`config.mk`:
```
export PLATFORM = sky130hd
export DESIGN_NAME = twp_master
export DESIGN_NICKNAME = d
export VERILOG_FILES = /design/src/rtl/twp_pkg.sv /design/src/rtl/twp_unit_timer.sv /design/src/rtl/twp_shifter.sv /design/src/rtl/twp_master.sv
export SDC_FILE = /design/constraint.sdc
export NUM_CORES = 1
export LEC_CHECK = 0
export BUFFER_PORTS_ARGS = -buffer_cell sky130_fd_sc_hd__clkbuf_2
export CAP_MARGIN = 20
export CELL_PAD_IN_SITES_DETAIL_PLACEMENT = 0
export CELL_PAD_IN_SITES_GLOBAL_PLACEMENT = 2
export CORE_UTILIZATION = 35
export DETAILED_ROUTE_END_ITERATION = 8
export GPL_ROUTABILITY_DRIVEN = 1
export GPL_TIMING_DRIVEN = 0
export PLACE_DENSITY_LB_ADDON = 0.1
export REMOVE_ABC_BUFFERS = 1
export SETUP_SLACK_MARGIN = 0.05
export SLEW_MARGIN = 0
export SYNTH_ARGS = -nofsm -noshare
export SYNTH_HDL_FRONTEND = slang
export SYNTH_HIERARCHICAL = 1
export SYNTH_SLANG_ARGS = --single-unit
```
`constraint.sdc`:
```
create_clock -name clk -period 4.4 [get_ports clk]
set_clock_uncertainty 0.05 [all_clocks]
set_input_delay 0.66 -clock clk [delete_from_list [all_inputs] [get_ports clk]]
set_output_delay 0.66 -clock clk [all_outputs]
set_load 0.05 [all_outputs]
```
`src/rtl/twp_pkg.sv`:
```
`timescale 1ns/1ps
package twp_pkg;

    typedef enum logic [2:0] {
        OP_NONE    = 3'd0,
        OP_RECOVER = 3'd1,
        OP_START   = 3'd2,
        OP_STOP    = 3'd3,
        OP_WRITE   = 3'd4,
        OP_READ    = 3'd5
    } twp_op_e;

    typedef enum logic [4:0] {
        S_IDLE,
        S_ST_SDA_HI, S_ST_SCL_HI, S_ST_SDA_LO,
        S_SP_SCL_LO, S_SP_SDA_LO, S_SP_SCL_HI, S_SP_SDA_HI,
        S_WB_LOW, S_WB_SET, S_WB_HIGH,
        S_WA_LOW, S_WA_REL, S_WA_HIGH, S_WA_END,
        S_RB_LOW, S_RB_HIGH, S_RB_HOLD,
        S_RA_LOW, S_RA_DRIVE, S_RA_HIGH, S_RA_END,
        S_RC_LOW, S_RC_HIGH
    } twp_state_e;

    function automatic logic op_known(input logic [2:0] op);
        return (op >= 3'd1) && (op <= 3'd5);
    endfunction

    // Steps that last two delay units instead of one
    function automatic logic step_is_long(input twp_state_e s);
        return (s == S_WB_HIGH) || (s == S_WA_HIGH) || (s == S_RA_HIGH) ||
               (s == S_RC_LOW)  || (s == S_RC_HIGH);
    endfunction

    function automatic twp_state_e entry_of(input logic [2:0] op);
        case (op)
            3'd1:    return S_RC_LOW;
            3'd2:    return S_ST_SDA_HI;
            3'd3:    return S_SP_SCL_LO;
            3'd4:    return S_WB_LOW;
            3'd5:    return S_RB_LOW;
            default: return S_IDLE;
        endcase
    endfunction

endpackage

```
`src/rtl/twp_unit_timer.sv`:
```
`timescale 1ns/1ps
module twp_unit_timer #(
    parameter int DIVW = 8
) (
    input  logic            clk,
    input  logic            rst_n,
    input  logic            clear,
    input  logic            run,
    input  logic [DIVW-1:0] div,
    output logic            tick
);
    localparam logic [DIVW-1:0] ONE = DIVW'(1);

    logic [DIVW-1:0] cnt_q;
    logic            at_end;

    assign at_end = (cnt_q == div - ONE);
    assign tick   = run && at_end;

    always_ff @(posedge clk or negedge rst_n) begin
        if (!rst_n)
            cnt_q <= '0;
        else if (clear)
            cnt_q <= '0;
        else if (run)
            cnt_q <= at_end ? '0 : cnt_q + ONE;
    end
endmodule

```
`src/rtl/twp_shifter.sv`:
```
`timescale 1ns/1ps
module twp_shifter #(
    parameter int W = 8
) (
    input  logic         clk,
    input  logic         rst_n,
    input  logic         load,
    input  logic [W-1:0] load_val,
    input  logic         shift,
    input  logic         shift_in,
    output logic [W-1:0] q
);
    always_ff @(posedge clk or negedge rst_n) begin
        if (!rst_n)
            q <= '0;
        else if (load)
            q <= load_val;
        else if (shift)
            q <= {q[W-2:0], shift_in};
    end
endmodule

```
`src/rtl/twp_master.sv`:
```
`timescale 1ns/1ps
module twp_master
    import twp_pkg::*;
#(
    parameter int DIVW           = 8,
    parameter int DATA_W         = 8,
    parameter int RECOVER_PULSES = 9
) (
    input  logic              clk,
    input  logic              rst_n,
    input  logic [DIVW-1:0]   tick_div,
    input  logic              cmd_valid,
    input  logic [2:0]        cmd_op,
    input  logic [DATA_W-1:0] cmd_wdata,
    input  logic              cmd_ack,
    input  logic              sda_in,
    output logic              scl_oe,
    output logic              sda_oe,
    output logic              busy,
    output logic              done,
    output logic [DATA_W-1:0] rd_data,
    output logic              ack_level
);
    localparam int MAXCNT = (DATA_W > RECOVER_PULSES) ? DATA_W : RECOVER_PULSES;
    localparam int CNTW   = $clog2(MAXCNT + 1);
    localparam logic [CNTW-1:0] LAST_BIT   = CNTW'(DATA_W - 1);
    localparam logic [CNTW-1:0] LAST_PULSE = CNTW'(RECOVER_PULSES - 1);

    twp_state_e      state_q, state_d;
    logic            unit_q;
    logic [CNTW-1:0] cnt_q;
    logic            ack_req_q;
    logic            done_q, finish;
    logic            scl_q, sda_q, ack_q;
    logic            accept, tick, step_end, cnt_step;
    logic [DATA_W-1:0] sh_q;

    assign busy     = (state_q != S_IDLE);
    assign accept   = cmd_valid && !busy && op_known(cmd_op);
    assign step_end = tick && (!step_is_long(state_q) || unit_q);
    assign cnt_step = step_end && ((state_q == S_WB_HIGH) || (state_q == S_RB_HOLD) ||
                                   (state_q == S_RC_HIGH));

    twp_unit_timer #(.DIVW(DIVW)) u_timer (
        .clk(clk), .rst_n(rst_n), .clear(accept), .run(busy),
        .div(tick_div), .tick(tick)
    );

    twp_shifter #(.W(DATA_W)) u_shift (
        .clk(clk), .rst_n(rst_n), .load(accept), .load_val(cmd_wdata),
        .shift(step_end && ((state_q == S_WB_HIGH) || (state_q == S_RB_HIGH))),
        .shift_in((state_q == S_RB_HIGH) ? sda_in : 1'b0),
        .q(sh_q)
    );

    // Next-state selection
    always_comb begin
        state_d = state_q;
        finish  = 1'b0;
        if (state_q == S_IDLE) begin
            if (accept) state_d = entry_of(cmd_op);
        end else if (step_end) begin
            unique case (state_q)
                S_ST_SDA_HI: state_d = S_ST_SCL_HI;
                S_ST_SCL_HI: state_d = S_ST_SDA_LO;
                S_SP_SCL_LO: state_d = S_SP_SDA_LO;
                S_SP_SDA_LO: state_d = S_SP_SCL_HI;
                S_SP_SCL_HI: state_d = S_SP_SDA_HI;
                S_WB_LOW:    state_d = S_WB_SET;
                S_WB_SET:    state_d = S_WB_HIGH;
                S_WB_HIGH:   state_d = (cnt_q == LAST_BIT) ? S_WA_LOW : S_WB_LOW;
                S_WA_LOW:    state_d = S_WA_REL;
                S_WA_REL:    state_d = S_WA_HIGH;
                S_WA_HIGH:   state_d = S_WA_END;
                S_RB_LOW:    state_d = S_RB_HIGH;
                S_RB_HIGH:   state_d = S_RB_HOLD;
                S_RB_HOLD:   state_d = (cnt_q == LAST_BIT) ? S_RA_LOW : S_RB_LOW;
                S_RA_LOW:    state_d = S_RA_DRIVE;
                S_RA_DRIVE:  state_d = S_RA_HIGH;
                S_RA_HIGH:   state_d = S_RA_END;
                S_RC_LOW:    state_d = S_RC_HIGH;
                S_RC_HIGH:   state_d = (cnt_q == LAST_PULSE) ? S_SP_SCL_LO : S_RC_LOW;
                S_ST_SDA_LO, S_SP_SDA_HI, S_WA_END, S_RA_END: begin
                    state_d = S_IDLE;
                    finish  = 1'b1;
                end
                default:     state_d = S_IDLE;
            endcase
        end
    end

    // State register and step bookkeeping
    always_ff @(posedge clk or negedge rst_n) begin
        if (!rst_n) begin
            state_q   <= S_IDLE;
            unit_q    <= 1'b0;
            cnt_q     <= '0;
            ack_req_q <= 1'b0;
            done_q    <= 1'b0;
        end else begin
            state_q <= state_d;
            done_q  <= finish;
            if (accept) begin
                unit_q    <= 1'b0;
                cnt_q     <= '0;
                ack_req_q <= cmd_ack;
            end else begin
                if (step_end)  unit_q <= 1'b0;
                else if (tick) unit_q <= 1'b1;
                if (cnt_step)  cnt_q  <= cnt_q + 1'b1;
            end
        end
    end

    // Line actions taken on entry to each state, plus acknowledge sampling
    always_ff @(posedge clk or negedge rst_n) begin
        if (!rst_n) begin
            scl_q <= 1'b0;
            sda_q <= 1'b0;
            ack_q <= 1'b0;
        end else begin
            if (state_d != state_q) begin
                unique case (state_d)
                    S_ST_SDA_HI, S_WA_REL, S_SP_SDA_HI: sda_q <= 1'b0;
                    S_ST_SDA_LO, S_SP_SDA_LO:           sda_q <= 1'b1;
                    S_ST_SCL_HI, S_SP_SCL_HI, S_WB_HIGH, S_WA_HIGH,
                    S_RB_HIGH, S_RA_HIGH, S_RC_HIGH:    scl_q <= 1'b0;
                    S_SP_SCL_LO, S_WB_LOW, S_WA_LOW, S_WA_END,
                    S_RA_LOW, S_RA_END:                 scl_q <= 1'b1;
                    S_RB_LOW, S_RC_LOW: begin
                        scl_q <= 1'b1;
                        sda_q <= 1'b0;
                    end
                    S_WB_SET:   sda_q <= !sh_q[DATA_W-1];
                    S_RA_DRIVE: sda_q <= !ack_req_q;
                    default: ;
                endcase
            end
            if (step_end && ((state_q == S_WA_HIGH) || (state_q == S_RA_HIGH)))
                ack_q <= sda_in;
        end
    end

    assign scl_oe    = scl_q;
    assign sda_oe    = sda_q;
    assign done      = done_q;
    assign rd_data   = sh_q;
    assign ack_level = ack_q;
endmodule

```
==> impl_metrics.yaml <==
drt:
  remaining_drc_errors: 0
  ant_nets: 0
  wl_met2_mm: 2.639
  wl_met3_um: 245
  drtIter0Drc: 90
  drt_wl_total_mm: 6.319
  vias_per_cell: 5.220
  vias: 2203
  top_layer: "met4"
  first_pass_iters: 4
  met1_length_mm: 3.390
  wire_per_inst_um: 14.97
yosys:
  synth_async_sr_flop_share_pct: 100.0
  synth_area_per_cell_um2: 8.948
  synth_warnings: 6
  synth_edf_count: 0
  synth_area_um2: 2595
  synth_top_area_cell: "dfrtp_1"
  ys_top_cells_by_area: "dfrtp_1, mux2i_1, xnor2_1"
  synth-seq-cells: 31
  netlist_instances: 290
  yosysUniqueCellTypes: 75
  yosysSeqAreaShare_pct: 29.89
  ys.flop_type: "dfrtp_1"
  synth_top_area_share_pct: 29.89
sta:
  slew_headroom_pct: 42.77
  period_share_pct: 92.47
  finalHoldViolCount: 0
  rsz0062_at_grt: "no"
  finalSetupViolCount: 0
  slew_violations: 0
  clock.fmax_mhz: 245.8
  layout_min_cycle_time_ns: 4.068
  worst_pin_slew_ns: 0.8584
  holdWs_ns: 0.4282
  setup_ws_ns: 0.3315
finish:
  diodes: 0
  syn2layout_area_growth_pct: 13.79
  multi_input_area_um2: 1672
  utilization_pct: 40.93
  fin_nets: 350
  regArea_um2: 775.7
  fillers: 759
  drive_gt1_share_pct: 25.39
worst_setup_path:
  cp_cell_sequence: "clkbuf_2 > inv_1 > ha_1 > or3b_4 > o31ai_4 > o211ai_4 > nor4b_4 > o41a_1 > nand2_2 > a211oi_4 > inv_4 > or3_1 > a31oi_1 > nor2_1 > a22o_1"
  cp.arrival_ns: 4.19
  timing.critical_path.from: "tick_div[0]"
  cp_data_required_time_ns: 4.52
  rr_startpoint: "state_q[2]$_DFF_PN0_"
  cp-end-kind: "register"
  cp-start-kind: "input pin"
  critPathMaxStageDelay_ns: 0.49
  cp_max_fo: 9
  worstSetupPathType: "input pin to register"
  slowest_stage: "a211oi_4"
cts:
  cts_buffers: 5
  clock_sinks: 31
  root_buffer: "clkbuf_8"
  clock_latency_ns: 0.28
  cts.repair.resized: 0
  cts_tree: "built"
  htree_levels: 2
  clk_path_buf_depth: 2
  clk_pin_slew_ns: 0.08
place:
  dpl_worst_slack_ns: -0.2604
  place_congestion: 0.7646
  portBuffers: 36
  place.detailed.hpwl_mm: 4.417
global_routing:
  grt_pass1_vias: 2037
  antenna_found_initial: 0
  grt_max_degree: 32
  grt_use_total_pct: 17.74
  grt_pass1_wl_mm: 10.54
  grt-ovfl-total: 0
floorplan:
  core_area_um2: 7214
  ios: 37
  die_width_um: 88.11
  die_h_um: 88.11
  dieArea_um2: 7762
  start_util_pct: 35.97
  rows: 31
run:
  cap_viol_max_count: 0
pwr:
  p_total_uw: 1361
  p_leak_uw: 0.001232
  p_per_area_nw_per_um2: 461.0
  ir_worst_vdd_v: 0.0002510
hold_path:
  hold_path_class: "input pin to asynchronous set/reset pin"
outcome:
  status: "finished, final reports clean"
==> area by class of cell <==
cell class,count,share of cell area (%)
Clock buffer,5,2.331
Clock inverter,3,0.6780
Inverter,18,2.373
Multi-Input combinational cell,227,56.61
Sequential cell,31,26.27
Tap cell,99,4.195
Timing Repair Buffer,39,7.542
==> sequential cells by signal (all words and copies together), names as in the netlist <==
name,cells
ack_level,1
ack_req_q,1
cnt_q,4
done,1
scl_oe,1
sda_oe,1
state_q,5
u_shift/q,8
u_timer/cnt_q,8
unit_q,1
==> placed cells by master, fill, tap and decap left out, types with 7 or more instances in the layout <==
cell and n:
a21oi_1 14, nand3_1 12, dfrtp_1 31, inv_1 15, o21ai_0 7, xnor2_1 12
mux2i_1 14, nand2_1 21, nor2_1 20, clkbuf_2 36, o21ai_1 11
==> final timing paths <==
check,endpoint,slack [ns],cells after the start
min in group clk,sda_oe$_DFFE_PN0P_,0.46,1
hold reg to reg,sda_oe$_DFFE_PN0P_,0.46,1
hold / removal,ack_level$_DFFE_PN0P_,0.43,1
setup reg to reg,sda_oe$_DFFE_PN0P_,0.42,12
max in group asynchronous,state_q[4]$_DFF_PN0_,3.33,1
setup / recovery,sda_oe$_DFFE_PN0P_,0.33,15
==> synthesized netlist by cell type, types with 5 or more instances <==
cell,instances
inv_1,15
o21ai_1,11
nor3_1,6
nor3_2,5
dfrtp_1,31
a211oi_1,5
mux2i_1,14
a21oi_1,14
nor2_1,20
nand3_1,12
nand2_1,21
o21ai_0,7
xor2_1,6
nand4_1,5
xnor2_1,12
clkbuf_1,8
nor2b_1,5
==> power breakdown <==
group | internal [uW] | switching (uW) | leakage (uW) | total, uW
clock | 110 | 118 | 0.0000402 | 228
sequential | 348 | 148 | 0.000399 | 496
combinational | 259 | 378 | 0.000793 | 638
==> layer usage <==
metal / vias up / global-route usage [%]
met5: - / 0
met4: 0 / 3.959
met3: 4 / 3.582
met2: 46 / 26.43
met1: 1029 / 26.33
li1: 1124 / -
==> worst max-delay path, delay by kind of cell <==
kind	cells	cell delay [ns]
compound gates	6	1.64
fa+ha+maj	1	0.20
buf+inv	3	0.25
simple gates	5	1.41
==> logic make-up (layout without fill, tap and decap cells) <==
group | count (synthesis) | in the layout | share of synthesized area, %
and+or+nand+nor | 116 | 116 | 26.86
AOI/OAI and AO/OA | 73 | 73 | 23.05
buffers and inverters | 32 | 65 | 5.930
DFF | 31 | 31 | 29.89
xor gates and xnor gates | 18 | 18 | 6.075
muxes | 16 | 16 | 6.268
adders and majority gates | 4 | 4 | 1.929
==> metrics by stage <==
stage | area (um2) | TNS [ns] | cells
after detailed placement | 2829 | -0.7003 | 412
after global routing | 2953 | 0 | 422
after floorplan | 2511 | 0 | 276
after CTS | 2925 | 0 | 421
final | 2953 | 0 | 422
after global placement | 2815 | -7.655 | 411
==> what timing repair did <==
item | CTS | global route
hold buffers | 0 | 0
setup endpoints to repair | 1 | 0
setup buffers | 1 | 0
(Power assumes the default switching activity.)
